`config.mk`:
```
export PLATFORM = sky130hd
export DESIGN_NAME = dispkey_i2c_port
export DESIGN_NICKNAME = d
export VERILOG_FILES = /design/src/rtl/dk_pkg.sv /design/src/rtl/dk_pin_filter.sv /design/src/rtl/dk_link.sv /design/src/rtl/dk_regs.sv /design/src/rtl/dispkey_i2c_port.sv
export SDC_FILE = /design/constraint.sdc
export NUM_CORES = 1
export LEC_CHECK = 0
export BUFFER_PORTS_ARGS = -buffer_cell sky130_fd_sc_hd__buf_2
export CAP_MARGIN = 25
export CORE_MARGIN = 2
export CORE_UTILIZATION = 55
export CTS_BUF_LIST = sky130_fd_sc_hd__clkbuf_4
export DETAILED_ROUTE_END_ITERATION = 16
export PLACE_DENSITY = 0.83
export SETUP_SLACK_MARGIN = 0.02
export SYNTH_ARGS = -nofsm -noshare
export SYNTH_HDL_FRONTEND = slang
export SYNTH_HIERARCHICAL = 1
export SYNTH_SLANG_ARGS = --single-unit
```
`constraint.sdc`:
```
create_clock -name clk -period 5.6 [get_ports clk]
set_input_delay 0.56 -clock clk [delete_from_list [all_inputs] [get_ports clk]]
set_output_delay 0.56 -clock clk [all_outputs]
set_load 0.01 [all_outputs]
```
`src/rtl/dk_pkg.sv`:
```
package dk_pkg;
  localparam int BYTE_W = 8;
  localparam int PTR_W  = 8;
  localparam int RAM_AW = 4;
  localparam int KEY_AW = 2;

  typedef enum logic [2:0] {
    LK_IDLE, LK_RX, LK_RXEND, LK_RACK, LK_TX, LK_MACK, LK_MNEXT
  } link_st_t;

  localparam logic [PTR_W-1:0]  PTR_KEY_LO = 8'h20;
  localparam logic [PTR_W-1:0]  PTR_KEY_MID = 8'h21;
  localparam logic [PTR_W-1:0]  PTR_KEY_HI = 8'h22;
  localparam logic [PTR_W-1:0]  PTR_FLAG   = 8'h30;
  localparam logic [RAM_AW-1:0] LAST_DISP_4 = 4'h9;
  localparam logic [RAM_AW-1:0] LAST_DISP_8 = 4'hF;

  localparam logic [5:0] OPC_SYS    = 6'b100000;
  localparam logic [4:0] OPC_MODE   = 5'b10100;
  localparam logic [4:0] OPC_PERIOD = 5'b11111;

  typedef struct packed {
    logic       disp_on;
    logic       normal;
    logic       mode8;
    logic       int_pin;
    logic       int_high;
    logic [2:0] scan_per;
  } cfg_t;
endpackage

```
`src/rtl/dk_pin_filter.sv`:
```
module dk_pin_filter #(
  parameter int SYNC_STAGES = 2,
  parameter int HOLD_CYC    = 3
) (
  input  logic clk,
  input  logic rst_n,
  input  logic pin_i,
  output logic pin_o
);
  localparam int CNT_W = $clog2(HOLD_CYC + 1);
  localparam logic [CNT_W-1:0] HOLD_LAST = CNT_W'(HOLD_CYC - 1);

  logic             raw;
  logic [CNT_W-1:0] cnt_q, cnt_d;
  logic             flt_q, flt_d;

  generate
    if (SYNC_STAGES == 1) begin : g_one
      logic s_q;
      always_ff @(posedge clk or negedge rst_n)
        if (!rst_n) s_q <= 1'b1;
        else        s_q <= pin_i;
      assign raw = s_q;
    end else begin : g_chain
      logic [SYNC_STAGES-1:0] s_q;
      always_ff @(posedge clk or negedge rst_n)
        if (!rst_n) s_q <= '1;
        else        s_q <= {s_q[SYNC_STAGES-2:0], pin_i};
      assign raw = s_q[SYNC_STAGES-1];
    end
  endgenerate

  // Output follows the synchronised pin only after HOLD_CYC equal samples
  always_comb begin
    cnt_d = '0;
    flt_d = flt_q;
    if (raw != flt_q) begin
      if (cnt_q == HOLD_LAST) begin
        flt_d = raw;
      end else begin
        cnt_d = cnt_q + 1'b1;
      end
    end
  end

  always_ff @(posedge clk or negedge rst_n)
    if (!rst_n) begin
      cnt_q <= '0;
      flt_q <= 1'b1;
    end else begin
      cnt_q <= cnt_d;
      flt_q <= flt_d;
    end

  assign pin_o = flt_q;
endmodule

```
`src/rtl/dk_link.sv`:
```
module dk_link
  import dk_pkg::*;
#(
  parameter logic [6:0] SLAVE_ADDR = 7'h73
) (
  input  logic              clk,
  input  logic              rst_n,
  input  logic              scl_f,
  input  logic              sda_f,
  input  logic [BYTE_W-1:0] tx_byte,
  output logic              sda_pull,
  output logic              ev_start,
  output logic              ev_stop,
  output logic              ev_wbyte,
  output logic [BYTE_W-1:0] wbyte,
  output logic              ev_rd_begin,
  output logic              ev_rd_adv
);
  localparam int CNT_W = $clog2(BYTE_W);
  localparam logic [CNT_W-1:0] LAST_BIT = CNT_W'(BYTE_W - 1);

  link_st_t          st_q, st_d;
  logic [BYTE_W-1:0] sh_q, sh_d;
  logic [CNT_W-1:0]  cnt_q, cnt_d;
  logic              first_q, first_d;
  logic              rd_q, rd_d;
  logic              ackp_q, ackp_d;
  logic              pull_q, pull_d;
  logic              scl_q, sda_q;
  logic              rise, fall, start_det, stop_det;
  logic [BYTE_W-1:0] rx_byte;
  logic              addr_hit;

  assign rise      = scl_f & ~scl_q;
  assign fall      = ~scl_f & scl_q;
  assign start_det = scl_f & scl_q & sda_q & ~sda_f;
  assign stop_det  = scl_f & scl_q & ~sda_q & sda_f;
  assign rx_byte   = {sh_q[BYTE_W-2:0], sda_f};
  assign addr_hit  = (rx_byte[BYTE_W-1:1] == SLAVE_ADDR);
  assign wbyte     = rx_byte;

  always_comb begin
    st_d        = st_q;
    sh_d        = sh_q;
    cnt_d       = cnt_q;
    first_d     = first_q;
    rd_d        = rd_q;
    ackp_d      = ackp_q;
    pull_d      = pull_q;
    ev_start    = 1'b0;
    ev_stop     = 1'b0;
    ev_wbyte    = 1'b0;
    ev_rd_begin = 1'b0;
    ev_rd_adv   = 1'b0;
    if (start_det) begin
      st_d     = LK_RX;
      cnt_d    = '0;
      first_d  = 1'b1;
      rd_d     = 1'b0;
      pull_d   = 1'b0;
      ev_start = 1'b1;
    end else if (stop_det) begin
      st_d    = LK_IDLE;
      pull_d  = 1'b0;
      ev_stop = 1'b1;
    end else begin
      unique case (st_q)
        LK_RX: if (rise) begin
          sh_d  = rx_byte;
          cnt_d = cnt_q + 1'b1;
          if (cnt_q == LAST_BIT) begin
            st_d    = LK_RXEND;
            first_d = 1'b0;
            if (first_q) begin
              ackp_d      = addr_hit;
              rd_d        = rx_byte[0];
              ev_rd_begin = addr_hit & rx_byte[0];
            end else begin
              ackp_d   = 1'b1;
              ev_wbyte = 1'b1;
            end
          end
        end
        LK_RXEND: if (fall) begin
          if (ackp_q) begin
            pull_d = 1'b1;
            st_d   = LK_RACK;
          end else begin
            st_d = LK_IDLE;
          end
        end
        LK_RACK: if (fall) begin
          cnt_d = '0;
          if (rd_q) begin
            st_d   = LK_TX;
            sh_d   = tx_byte;
            pull_d = ~tx_byte[BYTE_W-1];
          end else begin
            st_d   = LK_RX;
            pull_d = 1'b0;
          end
        end
        LK_TX: if (fall) begin
          if (cnt_q == LAST_BIT) begin
            pull_d = 1'b0;
            st_d   = LK_MACK;
          end else begin
            sh_d   = {sh_q[BYTE_W-2:0], 1'b0};
            pull_d = ~sh_q[BYTE_W-2];
            cnt_d  = cnt_q + 1'b1;
          end
        end
        LK_MACK: if (rise) begin
          if (!sda_f) begin
            ev_rd_adv = 1'b1;
            st_d      = LK_MNEXT;
          end else begin
            st_d = LK_IDLE;
          end
        end
        LK_MNEXT: if (fall) begin
          st_d   = LK_TX;
          sh_d   = tx_byte;
          pull_d = ~tx_byte[BYTE_W-1];
          cnt_d  = '0;
        end
        default: ;
      endcase
    end
  end

  always_ff @(posedge clk or negedge rst_n)
    if (!rst_n) begin
      st_q    <= LK_IDLE;
      sh_q    <= '0;
      cnt_q   <= '0;
      first_q <= 1'b0;
      rd_q    <= 1'b0;
      ackp_q  <= 1'b0;
      pull_q  <= 1'b0;
      scl_q   <= 1'b1;
      sda_q   <= 1'b1;
    end else begin
      st_q    <= st_d;
      sh_q    <= sh_d;
      cnt_q   <= cnt_d;
      first_q <= first_d;
      rd_q    <= rd_d;
      ackp_q  <= ackp_d;
      pull_q  <= pull_d;
      scl_q   <= scl_f;
      sda_q   <= sda_f;
    end

  assign sda_pull = pull_q;
endmodule

```
`src/rtl/dk_regs.sv`:
```
module dk_regs
  import dk_pkg::*;
(
  input  logic              clk,
  input  logic              rst_n,
  input  logic              ev_start,
  input  logic              ev_stop,
  input  logic              ev_wbyte,
  input  logic [BYTE_W-1:0] wbyte,
  input  logic              ev_rd_begin,
  input  logic              ev_rd_adv,
  input  logic [BYTE_W-1:0] ram_rdata,
  input  logic [BYTE_W-1:0] key_rdata,
  input  logic              int_flag,
  output logic [BYTE_W-1:0] tx_byte,
  output logic              ram_we,
  output logic [RAM_AW-1:0] ram_addr,
  output logic [BYTE_W-1:0] ram_wdata,
  output logic [KEY_AW-1:0] key_addr,
  output cfg_t              cfg,
  output logic              key_done
);
  cfg_t              cfg_q, cfg_d;
  logic [PTR_W-1:0]  ptr_q, ptr_d;
  logic              first_q, first_d;
  logic              lock_q, lock_d;
  logic              arm_q, arm_d;
  logic              cov_q, cov_d;
  logic              done_q, done_d;
  logic              we_q, we_d;
  logic [RAM_AW-1:0] wa_q, wa_d;
  logic [BYTE_W-1:0] wd_q, wd_d;
  logic [RAM_AW-1:0] last_disp;
  logic              in_disp, in_key;

  assign last_disp = cfg_q.mode8 ? LAST_DISP_8 : LAST_DISP_4;
  assign in_disp   = (ptr_q[PTR_W-1:RAM_AW] == '0);
  assign in_key    = (ptr_q >= PTR_KEY_LO) && (ptr_q <= PTR_KEY_HI);

  always_comb begin
    if (in_disp)              tx_byte = ram_rdata;
    else if (in_key)          tx_byte = key_rdata;
    else if (ptr_q == PTR_FLAG) tx_byte = {{(BYTE_W-1){1'b0}}, int_flag};
    else                      tx_byte = '0;
  end

  always_comb begin
    cfg_d   = cfg_q;
    ptr_d   = ptr_q;
    first_d = first_q;
    lock_d  = lock_q;
    arm_d   = arm_q;
    cov_d   = cov_q;
    done_d  = 1'b0;
    we_d    = 1'b0;
    wa_d    = wa_q;
    wd_d    = wd_q;
    if (ev_start || ev_stop) begin
      done_d  = arm_q & cov_q;
      arm_d   = 1'b0;
      cov_d   = 1'b0;
      first_d = ev_start;
      lock_d  = 1'b0;
    end
    if (ev_wbyte) begin
      if (first_q) begin
        first_d = 1'b0;
        if (wbyte[BYTE_W-1]) begin
          lock_d = 1'b1;
          if (wbyte[7:2] == OPC_SYS) begin
            cfg_d.disp_on = wbyte[1];
            cfg_d.normal  = wbyte[0];
          end else if ((wbyte[7:3] == OPC_MODE) && cfg_q.normal) begin
            cfg_d.int_high = wbyte[2];
            cfg_d.int_pin  = wbyte[1];
            cfg_d.mode8    = wbyte[0];
          end else if ((wbyte[7:3] == OPC_PERIOD) && cfg_q.normal) begin
            cfg_d.scan_per = wbyte[2:0];
          end
        end else begin
          ptr_d = wbyte;
        end
      end else if (!lock_q && in_disp && (ptr_q[RAM_AW-1:0] <= last_disp)) begin
        we_d = cfg_q.normal;
        wa_d = ptr_q[RAM_AW-1:0];
        wd_d = wbyte;
        ptr_d = (ptr_q[RAM_AW-1:0] == last_disp) ? '0 : ptr_q + 1'b1;
      end
    end
    if (ev_rd_begin) begin
      arm_d = (ptr_q == PTR_KEY_LO);
      cov_d = 1'b0;
    end
    if (ev_rd_adv) begin
      if (arm_q && (ptr_q == PTR_KEY_MID)) cov_d = 1'b1;
      if (in_disp) begin
        ptr_d = (ptr_q[RAM_AW-1:0] == LAST_DISP_8) ? '0 : ptr_q + 1'b1;
      end else if (in_key) begin
        ptr_d = (ptr_q == PTR_KEY_HI) ? PTR_KEY_LO : ptr_q + 1'b1;
      end
    end
  end

  always_ff @(posedge clk or negedge rst_n)
    if (!rst_n) begin
      cfg_q   <= '0;
      ptr_q   <= '0;
      first_q <= 1'b0;
      lock_q  <= 1'b0;
      arm_q   <= 1'b0;
      cov_q   <= 1'b0;
      done_q  <= 1'b0;
      we_q    <= 1'b0;
      wa_q    <= '0;
      wd_q    <= '0;
    end else begin
      cfg_q   <= cfg_d;
      ptr_q   <= ptr_d;
      first_q <= first_d;
      lock_q  <= lock_d;
      arm_q   <= arm_d;
      cov_q   <= cov_d;
      done_q  <= done_d;
      we_q    <= we_d;
      wa_q    <= wa_d;
      wd_q    <= wd_d;
    end

  assign cfg       = cfg_q;
  assign ram_we    = we_q;
  assign ram_addr  = we_q ? wa_q : ptr_q[RAM_AW-1:0];
  assign ram_wdata = wd_q;
  assign key_addr  = ptr_q[KEY_AW-1:0];
  assign key_done  = done_q;
endmodule

```
`src/rtl/dispkey_i2c_port.sv`:
```
module dispkey_i2c_port
  import dk_pkg::*;
#(
  parameter logic [6:0] SLAVE_ADDR  = 7'h73,
  parameter int         SYNC_STAGES = 2,
  parameter int         FILT_HOLD   = 3
) (
  input  logic       clk,
  input  logic       rst_n,
  input  logic       scl_i,
  input  logic       sda_i,
  output logic       sda_pull_o,
  output logic       ram_we_o,
  output logic [3:0] ram_addr_o,
  output logic [7:0] ram_wdata_o,
  input  logic [7:0] ram_rdata_i,
  output logic [1:0] key_addr_o,
  input  logic [7:0] key_rdata_i,
  input  logic       int_flag_i,
  output logic       key_read_done_o,
  output logic       cfg_display_on_o,
  output logic       cfg_normal_o,
  output logic       cfg_mode8_o,
  output logic       cfg_int_pin_o,
  output logic       cfg_int_high_o,
  output logic [2:0] cfg_scan_period_o
);
  localparam int N_PINS = 2;

  logic [N_PINS-1:0] pins_raw, pins_flt;
  logic              scl_flt, sda_flt;
  logic              ev_start, ev_stop, ev_wbyte, ev_rd_begin, ev_rd_adv;
  logic [BYTE_W-1:0] wbyte, tx_byte;
  cfg_t              cfg;

  assign pins_raw = {sda_i, scl_i};

  generate
    for (genvar g = 0; g < N_PINS; g++) begin : g_pin
      dk_pin_filter #(.SYNC_STAGES(SYNC_STAGES), .HOLD_CYC(FILT_HOLD)) u_flt (
        .clk(clk), .rst_n(rst_n), .pin_i(pins_raw[g]), .pin_o(pins_flt[g]));
    end
  endgenerate

  assign scl_flt = pins_flt[0];
  assign sda_flt = pins_flt[1];

  dk_link #(.SLAVE_ADDR(SLAVE_ADDR)) u_link (
    .clk(clk), .rst_n(rst_n), .scl_f(scl_flt), .sda_f(sda_flt),
    .tx_byte(tx_byte), .sda_pull(sda_pull_o),
    .ev_start(ev_start), .ev_stop(ev_stop), .ev_wbyte(ev_wbyte), .wbyte(wbyte),
    .ev_rd_begin(ev_rd_begin), .ev_rd_adv(ev_rd_adv));

  dk_regs u_regs (
    .clk(clk), .rst_n(rst_n),
    .ev_start(ev_start), .ev_stop(ev_stop), .ev_wbyte(ev_wbyte), .wbyte(wbyte),
    .ev_rd_begin(ev_rd_begin), .ev_rd_adv(ev_rd_adv),
    .ram_rdata(ram_rdata_i), .key_rdata(key_rdata_i), .int_flag(int_flag_i),
    .tx_byte(tx_byte), .ram_we(ram_we_o), .ram_addr(ram_addr_o),
    .ram_wdata(ram_wdata_o), .key_addr(key_addr_o), .cfg(cfg),
    .key_done(key_read_done_o));

  assign cfg_display_on_o  = cfg.disp_on;
  assign cfg_normal_o      = cfg.normal;
  assign cfg_mode8_o       = cfg.mode8;
  assign cfg_int_pin_o     = cfg.int_pin;
  assign cfg_int_high_o    = cfg.int_high;
  assign cfg_scan_period_o = cfg.scan_per;
endmodule

```
---- Word level (Yosys, flattened, before mapping) ----
Index checks and enable logic that the tools add are counted.
W data, S select, Z words.
operators by class
  add/subtract/negate cells ............... 4
  multipliers ............................. 0
  divide/modulo/power cells ............... 0
  order comparisons ....................... 3
  equal/unequal tests ..................... 41
  shifts and indexed selects .............. 0
  multiplexer cells ....................... 106
  bitwise gates (word level) .............. 20
  reductions and logical operators ........ 32
operators with widths
  kind                   number
  $mux W8                12
  $mux W1                59
  $mux W3                19
  $mux W7                6
  $ne A4 B1 Y1 const B   9
  $eq A8 B6 Y1 const B   4
  $pmux W7 S4            1
  $pmux W3 S6            1
  $reduce_and A6 Y1      3
  $reduce_and A9 Y1      2
  $reduce_and A5 Y1      3
  $eq A3 B3 Y1 const B   4
  $ne A2 B1 Y1 const B   6
  $not A1 Y1             11
  $eq A5 B5 Y1 const B   2
  $mux W2                5
  $reduce_bool A2 Y1     5
  $and A1 B1 Y1          9
  $ne A3 B1 Y1 const B   3
  $pmux W3 S3            1
  $add A8 B1 Y8 const B  1
  $ge A8 B6 Y1 const B   1
  $le A8 B6 Y1 const B   1
  $reduce_and A4 Y1      2
  25 further kinds       36
word-level totals
  register bits after elaboration ......... 63
  bits in latches ......................... 0
  RAM bits ................................ 0
  bits in read-only memories .............. 0
  bits of input ports ..................... 21
  word-level logic and storage cells ...... 236
  memories ................................ 0

---- Logic depth before layout (Yosys ltp) ----
Gate-level depths: netlist of run 1.
  depth after elaboration ................. 11
  mapped depth ............................ 10
  depth with buffers taken out ............ 10

---- By module ----
The synthesis of run 1 kept the hierarchy.
by module, submodules not included
  module         times used  cells each  area each (um2)
  dk_regs        1           181         1893.1
  dk_link        1           138         1241.2
  dk_pin_filter  2           10          178.9

---- Worst setup path after synthesis of run 1 ----
No wires, ideal clock.
  path type ............................... flip-flop to flip-flop
  from .................................... reg u_link.cnt_q[0]
  to ...................................... reg u_regs.cfg_q (netlist bit u_regs/cfg[6])
  arrival ................................. 2.370 ns
  data required time ...................... 5.475 ns
  setup slack ............................. 3.106 ns
  stages on the path, launching flop included .. 10
  path buffers ............................ 0
  cells stage by stage .................... dfrtp_1 ha_1 ha_1 nor2b_1 nand3_1 nor2_1 nand3_1 or4_1 or3_1 mux2_2
on the way
  word-level cells in the longest chain between the ends .. 7
RTL lines
  what                                RTL line                RTL
  start: declaration                  dk_link.sv:24           logic [CNT_W-1:0] cnt_q, cnt_d;
  start signal: assignment            dk_link.sv:146          cnt_q <= cnt_d;
  $eq A3 B3 Y1                        dk_link.sv:71           if (cnt_q == LAST_BIT) begin
  $mux W1                             dk_link.sv:71
  $mux W1                             dk_link.sv:68           LK_RX: if (rise) begin
  $mux W1                             dk_link.sv:67           unique case (st_q)
  $mux W1                             dk_link.sv:62           end else if (stop_det) begin
  $mux W1                             dk_link.sv:55           if (start_det) begin
  named net ev_wbyte                  dispkey_i2c_port.sv:32  logic ev_start, ev_stop, ev_wbyte, ev_rd_begin, ev_rd_adv;
  $reduce_and A4 Y1 (no source line)  n/a
  end signal: assignment              dk_regs.sv:117          cfg_q <= cfg_d;
  end: declaration                    dk_regs.sv:23           cfg_t cfg_q, cfg_d;
The timed path passes the listed nets, and every way through them passes these cells.
A chain may end at the register's enable or synchronous reset.

---- Final worst setup path of run 1 ----
  from .................................... reg g_pin[0].u_flt.flt_q
  to ...................................... reg u_regs.cfg_q (netlist bit u_regs/cfg[7])
on the way
  word-level cells in the longest chain between the ends .. 6
  elaborated cells on any way between the ends .. 11
  those cells by class .................... mux (4); bitwise (6); reduce/logical (1)
RTL lines
  what                                      RTL line                                     RTL
  start: declaration                        dk_pin_filter.sv:15                          logic flt_q, flt_d;
  start signal: assignment                  dk_pin_filter.sv:52                          flt_q <= flt_d;
  $and A1 B1 Y1, on equally long branches   dk_link.sv:34, dk_link.sv:36, dk_link.sv:37
  $mux W1 or $and A1 B1 Y1 (tied branches)  dk_link.sv:68, dk_link.sv:37
  $mux W1 or $and A1 B1 Y1 (tied branches)  dk_link.sv:67, dk_link.sv:37
  $mux W1                                   dk_link.sv:62
  $mux W1 *                                 dk_link.sv:55
  named net ev_wbyte                        dispkey_i2c_port.sv:32
  $reduce_and A4 Y1 (no source line) *      n/a
Mark *: on every way through the listed nets, which the timed path passes. The rest lies on a longest branch.

==> results of run 1 <==
## power by group
| group | internal [mW] | leakage (nW) | total (mW) | switching [mW] |
|---|---|---|---|---|
| combinational | 0.213 | 0.925 | 0.455 | 0.242 |
| sequential | 0.548 | 0.810 | 0.707 | 0.160 |
| clock | 0.188 | 0.0859 | 0.346 | 0.158 |
## flip-flops by register name (all words and copies together), names as in the netlist, 4 cells and up, named ones only
register and count:
g_pin.u_flt/cnt_q 4, u_regs/ram_wdata 8, u_regs/ptr_q 8, u_regs/wa_q 4
u_link/sh_q 7, g_pin.u_flt/g_chain.s_q 4, u_regs/cfg 8
## cell type report
class | instances | share of cell area, %
Timing Repair Buffer | 47 | 6.158
Clock inverter | 5 | 1.860
Clock buffer | 11 | 2.117
Multi-Input combinational cell | 249 | 45.67
Inverter | 11 | 1.058
Sequential cell | 63 | 40.67
Tap cell | 77 | 2.470
## cells in the final DEF, fill, tap and decap left out, types with 3 or more instances in the layout
cell type  netlist  layout
nor2b_1          5       5
clkbuf_4         0      11
ha_1             9       9
a21oi_1         17      17
dfstp_2          8       8
nand4_1          5       5
nand3_1         11      11
and2_1           5       5
a22o_1          10      10
xnor2_1          4       4
mux2_2          16      16
nor2_1          30      30
a221oi_1         4       4
buf_2            5      45
nor3_1           6       6
o21a_1           3       3
mux2_4           6       6
inv_1           11      11
o221ai_1         3       3
a311oi_1         4       4
nand2b_1         6       6
o22ai_1          3       3
nand2_1         19      19
and3_1           3       3
dfrtp_1         55      55
nor3b_1          5       5
o21ai_0         20      20
mux2i_1          8       8
## stage by stage
step	hold WS [ns]	instances	power, mW	setup slack (ns)	util (%)
floorplan	0.2644	339	1.028	3.106	-
global placement	0.3456	447	1.135	2.899	60.02
detailed placement	0.3472	447	1.157	2.806	60.02
CTS	0.2180	463	1.511	2.786	62.51
global route	0.2208	463	1.595	2.606	62.51
finish	0.2612	463	1.508	2.771	62.51
## metal layers
layer  share of wire [%]  track usage (%)  vias up  routed length [um]
met5                   0                0        -                   0
met4                 2.3            13.64        0                 186
met3                 7.4            4.946       21                 593
met2                  47            36.15      150                3744
met1                  44            32.29     1409                3525
li1                    -                -     1341                   -
## logic make-up after synthesis
group	after synthesis	share of synthesized area, %
AND/OR/NAND/NOR	114	17.66
AO/OA/AOI/OAI	91	18.67
flip-flops	63	45.43
multiplexers	30	10.03
buffers and inverters	27	3.726
adder cells (fa/ha/maj)	9	3.225
XOR/XNOR	5	1.254
## worst max path at each step
stage	start	to
CTS	g_pin[0].u_flt/pin_o	u_regs/cfg[7]
detailed placement	g_pin[0].u_flt/pin_o	u_regs/cfg[7]
global route	u_link/cnt_q[0]	u_regs/cfg[7]
finish	g_pin[0].u_flt/pin_o	u_regs/cfg[7]
global placement	g_pin[0].u_flt/pin_o	u_regs/cfg[6]
floorplan	u_link/cnt_q[0]	u_regs/cfg[6]
==> flow_summary.yaml, run 1 <==
status:
  status: "complete, no violations"
global_routing:
  antenna_found_initial: 0
  grt_usage_pct: 23.98
  grt_pass1_wl_um: 13150
  grt_pass1_vias: 2711
  grt_max_degree: 64
  grt_overflow: 0
die:
  die_x_um: 83.68
  core-area_sq_mm: 0.006241
  start_util_pct: 55.95
  core.rowCount: 29
  io_pins: 46
  die_y_um: 83.68
  die_area_sq_mm: 0.007002
clock_tree:
  htree_levels: 3
  cts_buffers: 9
  clk_latency_ns: 0.40
  post-cts-setup-buffers: 0
  cts_sinks: 63
  post_cts_resized: 0
  cts_tree: "done"
  root_buffer: "clkbuf_4"
  clockBufferDepth: 2
  cts.reportedPaths.clkPinSlew_ns: 0.10
  postCtsHoldBufs: 0
logic_synthesis:
  synth_nets: 369
  yosysTopAreaCellShare_pct: 39.41
  synth_edf_count: 0
  synth-seq-cells: 63
  synthTopCellsByArea: "dfrtp_1, dfstp_2, mux2_2"
  ys_types: 63
  synth-async-reset-ratio_pct: 100.0
  syn_avg_cell_area_sq_um: 10.30
  yosys-top-cells-count: "dfrtp_1, nor2_1, o21ai_0"
  synthCells: 339
  ys_seq_area_share_pct: 45.43
  synth_top_cell_by_area: "dfrtp_1"
  synth_ff_type: "dfrtp_1"
  yosys_warnings: 6
  syn_area_sq_mm: 0.003492
  synth.most_common_cell: "dfrtp_1"
layout:
  multiInputGateArea_sq_mm: 0.001782
  syn_to_final_growth_pct: 11.72
  fillers: 524
  num_antenna_cells: 0
  register_area_sq_mm: 0.001587
  nets: 411
  fin_area_sq_mm: 0.003901
  drive_above_1_share_pct: 26.42
route:
  post-route-drc-count: 0
  routedWlPerCell_um: 17.38
  vias_per_cell: 6.309
  postRouteAntennaNets: 0
  vias: 2921
  drt_iter0_drc: 286
  drt-pass1-iter-count: 6
  finalWirelength_um: 8048
place:
  io_buffers: 45
  postPlaceCellArea_sq_mm: 0.003746
  place_congestion: 0.9496
  hpwl_um: 5621
sta:
  finalClockSkew_ns: 0.01594
  hold_violations: 0
  drv_slew: 0
  fmax_ghz: 0.3535
  grt_setup_unrepaired: "false"
  setup_viol: 0
  min_period_over_period_pct: 50.51
  tightest_slew_ns: 0.9484
  tns_ns: 0
  min_period_ns: 2.829
  slew_headroom_pct: 36.29
pwr:
  power.density_mw_per_mm2: 386.6
  vdd_drop_max_mv: 0.2896
  p_leak_nw: 1.820
setup_path:
  crit_type: "register to register"
  r2r_cells: 7
  cp_top_family: "simple AND/OR/NAND/NOR gates"
  cp_slowest_stage_delay_ns: 0.63
  arrival_ns: 3.12
  r2r-start: "g_pin[0].u_flt/pin_o"
  r2r_end: "u_regs/cfg[7]"
  cpMostUsedCell: "nand3_1"
  crit_required_ns: 5.89
  worstPathCellList: "nor2b_1 -> nand3_1 -> nor2_1 -> nand3_1 -> or4_1 -> or3_1 -> mux2_2"
  cp-end-kind: "register"
  path_depth: 7
  crit_fanout: 10
  regToRegSetupSlack_ns: 2.77
  cp_slowest_cell: "dfstp_2"
  cp-start-kind: "register"
  crit_buf_inv: 0
flow_run:
  drv_cap: 0
min_path:
  worstHoldEndpoint: "g_pin[0].u_flt/g_chain.s_q[0]"
  worstHoldStart: "scl_i"
  worstHoldPathCells: 1
  worstHoldPathType: "input pin to register"
Power figures use the tool's default switching activity.
==> run 2: changes to the inputs <==
Settings changed: CORE_UTILIZATION 55 to 54, PLACE_DENSITY 0.83 to 0.84.
Clock period 5.6 ns to 2.31 ns, I/O delays scaled along.
==> run 2 against run 1 <==
The flow now finishes with violations (setup timing). Global-route usage up 0.79 points. Total power up 140%. Final cell count up 6.0%. Sequential power up 130%. Combinational power rose to 2.9 times the previous value. Flip-flop and latch count unchanged. Critical path depth up 2. Worst hold slack worse by 0.025 ns. Critical path type unchanged. Largest cell class unchanged. Highest routed layer unchanged.
==> flow_summary.yaml, run 2 (synthesized netlist as in run 1, its figures left out) <==
status:
  status: "finished, violations left"
  violations: "setup timing"
pwr:
  vdd_drop_max_mv: 0.6897
  p_leak_nw: 1.948
  power.density_mw_per_mm2: 864.9
global_routing:
  grt_pass1_wl_um: 14040
  grt_usage_pct: 24.77
  grt_pass1_vias: 2879
  grt_max_degree: 64
  grt_overflow: 0
  antenna_found_initial: 0
min_path:
  worstHoldPathCells: 4
  worstHoldStart: "key_rdata_i[1]"
  worstHoldPathType: "input pin to register"
  worstHoldEndpoint: "u_link/sh_q[1]"
clock_tree:
  root_buffer: "clkbuf_4"
  clk_latency_ns: 0.40
  htree_levels: 3
  cts_tree: "done"
  cts.reportedPaths.clkPinSlew_ns: 0.10
  cts_sinks: 63
  cts_buffers: 9
  clockBufferDepth: 2
route:
  vias: 3006
  drt_iter0_drc: 283
  post-route-drc-count: 0
  finalWirelength_um: 8529
  postRouteAntennaNets: 0
  drt-pass1-iter-count: 5
  vias_per_cell: 6.122
  routedWlPerCell_um: 17.37
setup_path:
  r2r_end: "u_regs/cfg[7]"
  r2r-start: "u_link/cnt_q[1]"
  r2r_cells: 9
  regToRegSetupSlack_ns: -0.009
  cp-end-kind: "register"
  arrival_ns: 2.62
  crit_required_ns: 2.61
  crit_type: "register to register"
  cp-start-kind: "register"
  crit_fanout: 3
place:
  hpwl_um: 6035
  dp.cells: 467
  place_congestion: 0.8948
  io_buffers: 45
  place_ws_ns: -0.008124
sta:
  fmax_ghz: 0.4312
  hold_violations: 0
  slew_headroom_pct: 48.27
  min_period_over_period_pct: 100.4
  finalClockSkew_ns: 0.01341
  grt_setup_unrepaired: "true"
  setup_ws_ns: -0.009036
  drv_slew: 0
  min_period_ns: 2.319
  setup_viol: 2
  tightest_slew_ns: 0.7759
die:
  core-area_sq_mm: 0.006314
  die_y_um: 84.42
  die_area_sq_mm: 0.007126
  start_util_pct: 55.31
  io_pins: 46
  die_x_um: 84.42
  core.rowCount: 29
layout:
  num_antenna_cells: 0
  syn_to_final_growth_pct: 18.95
  instances_no_fill: 491
  nets: 439
  final_common_cell: "dfrtp_1"
  drive_above_1_share_pct: 33.82
  multiInputGateArea_sq_mm: 0.001863
  final_util_pct: 65.79
  register_area_sq_mm: 0.001587
  fillers: 521
  mostFrequentLayoutCells: "dfrtp_1, buf_2, nor2_1"
flow_run:
  drv_cap: 0
## run 2: cell types whose count changed in the layout (fill, tap and decap cells not counted), moves of 2 or more
cell,before,now
or2_2,2,0
nand3_1,11,9
dlygate4sd3_1,0,3
buf_4,2,27
ha_1,9,7
nor2b_4,2,4
bufinv_16,2,0
or2_4,0,2
clkinv_2,1,3
nor2b_1,5,2
## run 2: metrics by stage
step | hold slack, ns | TNS, ns | total power, mW | cell area, sq um
3_5_place_dp | 0.3373 | -0.01622 | 2.942 | 3951
2_1_floorplan | -0.06459 | 0 | 2.542 | 3547
6_report | 0.2359 | -0.01699 | 3.593 | 4154
3_3_place_gp | 0.3359 | 0 | 2.879 | 3951
4_1_cts | 0.2241 | 0 | 3.577 | 4109
5_1_grt | 0.2213 | -0.2793 | 3.819 | 4154
## run 2: report_power, final
group / switching, mW / leakage [nW] / internal, mW / total [mW]
sequential: 0.307 / 0.810 / 1.33 / 1.63
clock: 0.383 / 0.0641 / 0.237 / 0.620
combinational: 0.724 / 1.07 / 0.615 / 1.34
## run 2: per-layer routing
layer	vias to the layer above	share of wire, %	track usage (%)
met5	-	0	0
met4	0	2.8	9.091
met3	25	6.3	5.703
met2	116	47	39.32
met1	1474	44	33.55
li1	1391	-	-
## run 2: area by class of cell
cell class / count / area share [%]
sequential: 63 / 38.19
timing repair buffer: 75 / 11.02
clock buffer: 11 / 1.988
clock inverter: 5 / 0.6325
tap: 77 / 2.319
multi-input combinational: 249 / 44.85
inverter: 11 / 0.9940
## run 2: what timing repair did
action	CTS	global route
gates resized for setup	3	5
cloned	0	0
pin swaps	2	5
endpoints found under the setup margin	5	18
hold buffers	3	0
setup buffers	1	4
endpoints found under the hold margin	3	0
## run 2: how the worst max path moves through the flow
stage,start,end,slack [ns],cells past startpoint
after floorplan,u_link/cnt_q[0],u_regs/cfg[6],0.03,9
after global placement,u_link/cnt_q[0],u_regs/cfg[7],0.05,9
after detailed placement,u_link/cnt_q[1],u_regs/cfg[7],-0.008,9
after CTS,u_link/cnt_q[1],u_regs/cfg[6],0.007,9
after global routing,u_link/cnt_q[1],u_regs/cfg[7],-0.09,9
final,u_link/cnt_q[1],u_regs/cfg[7],-0.009,9
## run 2: worst max-delay path, stage by stage, from the launching register on
cell	delay, ns
dfrtp_1	0.38
ha_2	0.20
ha_4	0.13
nor2b_4	0.18
nand3_4	0.09
nor2_4	0.11
nand3_2	0.09
or4_4	0.44
or3_4	0.35
mux2_2	0.27
==> run 3: changes to the inputs <==
Settings changed: GPL_ROUTABILITY_DRIVEN set to 0, MAX_ROUTING_LAYER set to met4, RECOVER_POWER set to 50.
==> run 3 against run 2 <==
The flow finishes with violations (capacitance limit, slew limit, setup timing). Final cell count up 0.61%. Register-to-register slack about the same. Worst hold slack better by 0.0077 ns. Critical endpoint is now u_regs/cfg[6]. Sequential power about the same. Critical path depth unchanged.
==> flow_summary.yaml, run 3 (synthesized netlist as in run 1, its figures left out) <==
layout:
  drive_above_1_share_pct: 31.89
  register_area_sq_mm: 0.001587
  num_antenna_cells: 0
  nets: 442
  mostFrequentLayoutCells: "dfrtp_1, buf_2, nor2_1"
  fillers: 501
  syn_to_final_growth_pct: 19.49
  final_util_pct: 66.09
  multiInputGateArea_sq_mm: 0.001852
  final_common_cell: "dfrtp_1"
  instances_no_fill: 494
sta:
  fmax_ghz: 0.4315
  setup_ws_ns: -0.007574
  slew_headroom_pct: -1.515
  min_period_over_period_pct: 100.3
  finalClockSkew_ns: 0.01517
  tightest_slew_ns: 1.523
  grt_setup_unrepaired: "true"
  min_period_ns: 2.318
  hold_violations: 0
  setup_viol: 2
  drv_slew: 64
pwr:
  vdd_drop_max_mv: 0.7530
  p_leak_nw: 1.932
  p_int_mw: 2.275
  power.density_mw_per_mm2: 886.0
  total_power_mw: 3.697
  p_sw_mw: 1.422
  combPwrFrac_pct: 36.3
  sequentialPowerShare_pct: 43.6
  p_sw_share_pct: 38.46
  pwr-share-clk_pct: 20.1
route:
  finalWirelength_um: 8697
  drt-pass1-iter-count: 5
  post-route-drc-count: 0
  drt_iter0_drc: 424
  postRouteAntennaNets: 0
  vias: 3089
  vias_per_cell: 6.253
  routedWlPerCell_um: 17.61
place:
  dp.cells: 468
  place_ws_ns: -0.03774
  io_buffers: 45
  hpwl_um: 6055
die:
  die_x_um: 84.42
  io_pins: 46
  start_util_pct: 55.31
  core-area_sq_mm: 0.006314
  core.rowCount: 29
  die_y_um: 84.42
  die_area_sq_mm: 0.007126
clock_tree:
  root_buffer: "clkbuf_4"
  htree_levels: 3
  cts_buffers: 9
  cts_sinks: 63
  cts_tree: "done"
  clk_latency_ns: 0.41
  cts.reportedPaths.clkPinSlew_ns: 0.10
  clockBufferDepth: 2
setup_path:
  r2r_end: "u_regs/cfg[6]"
  crit_required_ns: 2.60
  cp-end-kind: "register"
  cp-start-kind: "register"
  r2r-start: "u_link/cnt_q[0]"
  crit_type: "register to register"
  regToRegSetupSlack_ns: -0.008
  arrival_ns: 2.61
  crit_fanout: 2
  crit_end: "u_regs/cfg[6]"
  critical_path.startpoint: "u_link/cnt_q[0]"
  r2r_cells: 9
global_routing:
  grtUsageMet1_pct: 34.04
  busiest_layer: "met2"
  grtUsageMet2_pct: 40.62
  antenna_found_initial: 0
  grt_pass1_vias: 2987
  gr-usage-met3_pct: 4.818
  grt_overflow: 0
  grt_usage_pct: 25.98
  grt_max_degree: 64
  grt_pass1_wl_um: 14370
flow_run:
  drv_cap: 1
status:
  status: "finished, violations left"
  violations: "capacitance limit, slew limit, setup timing"
min_path:
  worstHoldPathType: "input pin to register"
## run 3: what timing repair did
| action | CTS | global route |
|---|---|---|
| buffers inserted | 3 | 4 |
| hold endpoints to repair | 10 | 0 |
| endpoints found under the setup margin | 5 | 9 |
| hold buffers | 3 | 0 |
| gates resized for setup | 3 | 4 |
| pin swaps | 2 | 2 |
## run 3: cell type report
cell class / count / share of cell area, %
Multi-Input combinational cell: 249 / 44.38
Clock buffer: 11 / 1.979
Tap cell: 77 / 2.309
Timing Repair Buffer: 78 / 11.12
Inverter: 11 / 0.9895
Clock inverter: 5 / 1.199
Sequential cell: 63 / 38.02
## run 3: power by group through the flow
stage               sequential [mW]  clock, mW  combinational, mW
global placement               1.62          0               1.25
CTS                            1.61      0.757               1.33
floorplan                      1.55          0              0.994
detailed placement             1.63          0               1.30
global route                   1.65      0.805               1.46
finish                         1.61      0.744               1.34
## run 3: metrics by stage
step,hold slack [ns],area (sq um),setup TNS [ns]
2_1_floorplan,-0.06459,3547,0
3_3_place_gp,0.3362,3959,0
3_5_place_dp,0.3373,3959,-0.1494
4_1_cts,0.2283,4155,0
5_1_grt,0.2331,4173,-0.1352
6_report,0.2436,4173,-0.01400
## run 3: worst min-delay path by stage
stage                                    endpoint      startpoint  cells past startpoint
global placement    g_pin[0].u_flt/g_chain.s_q[0]           scl_i                      1
detailed placement  g_pin[1].u_flt/g_chain.s_q[0]           sda_i                      1
global route                       u_link/sh_q[1]  key_rdata_i[1]                      4
finish                             u_link/sh_q[3]  key_rdata_i[3]                      4
CTS                                u_link/sh_q[1]  key_rdata_i[1]                      4
floorplan                 g_pin[0].u_flt/cnt_q[0]           rst_n                      0
## run 3: metal layers
layer / vias to the layer above / wire length (um)
met4: 0 / 242
met2: 182 / 4097
met5: - / 0
met1: 1481 / 3697
li1: 1403 / -
met3: 23 / 660
## run 3: worst max-delay path, stage by stage, from the launching register on
cell and delay [ns]:
dfrtp_1 0.38, ha_2 0.20, ha_4 0.13, nor2b_4 0.16, nand3_4 0.09, nor2_4 0.10, nand3_2 0.08, or4_4 0.44
or3_4 0.35, mux2_2 0.27
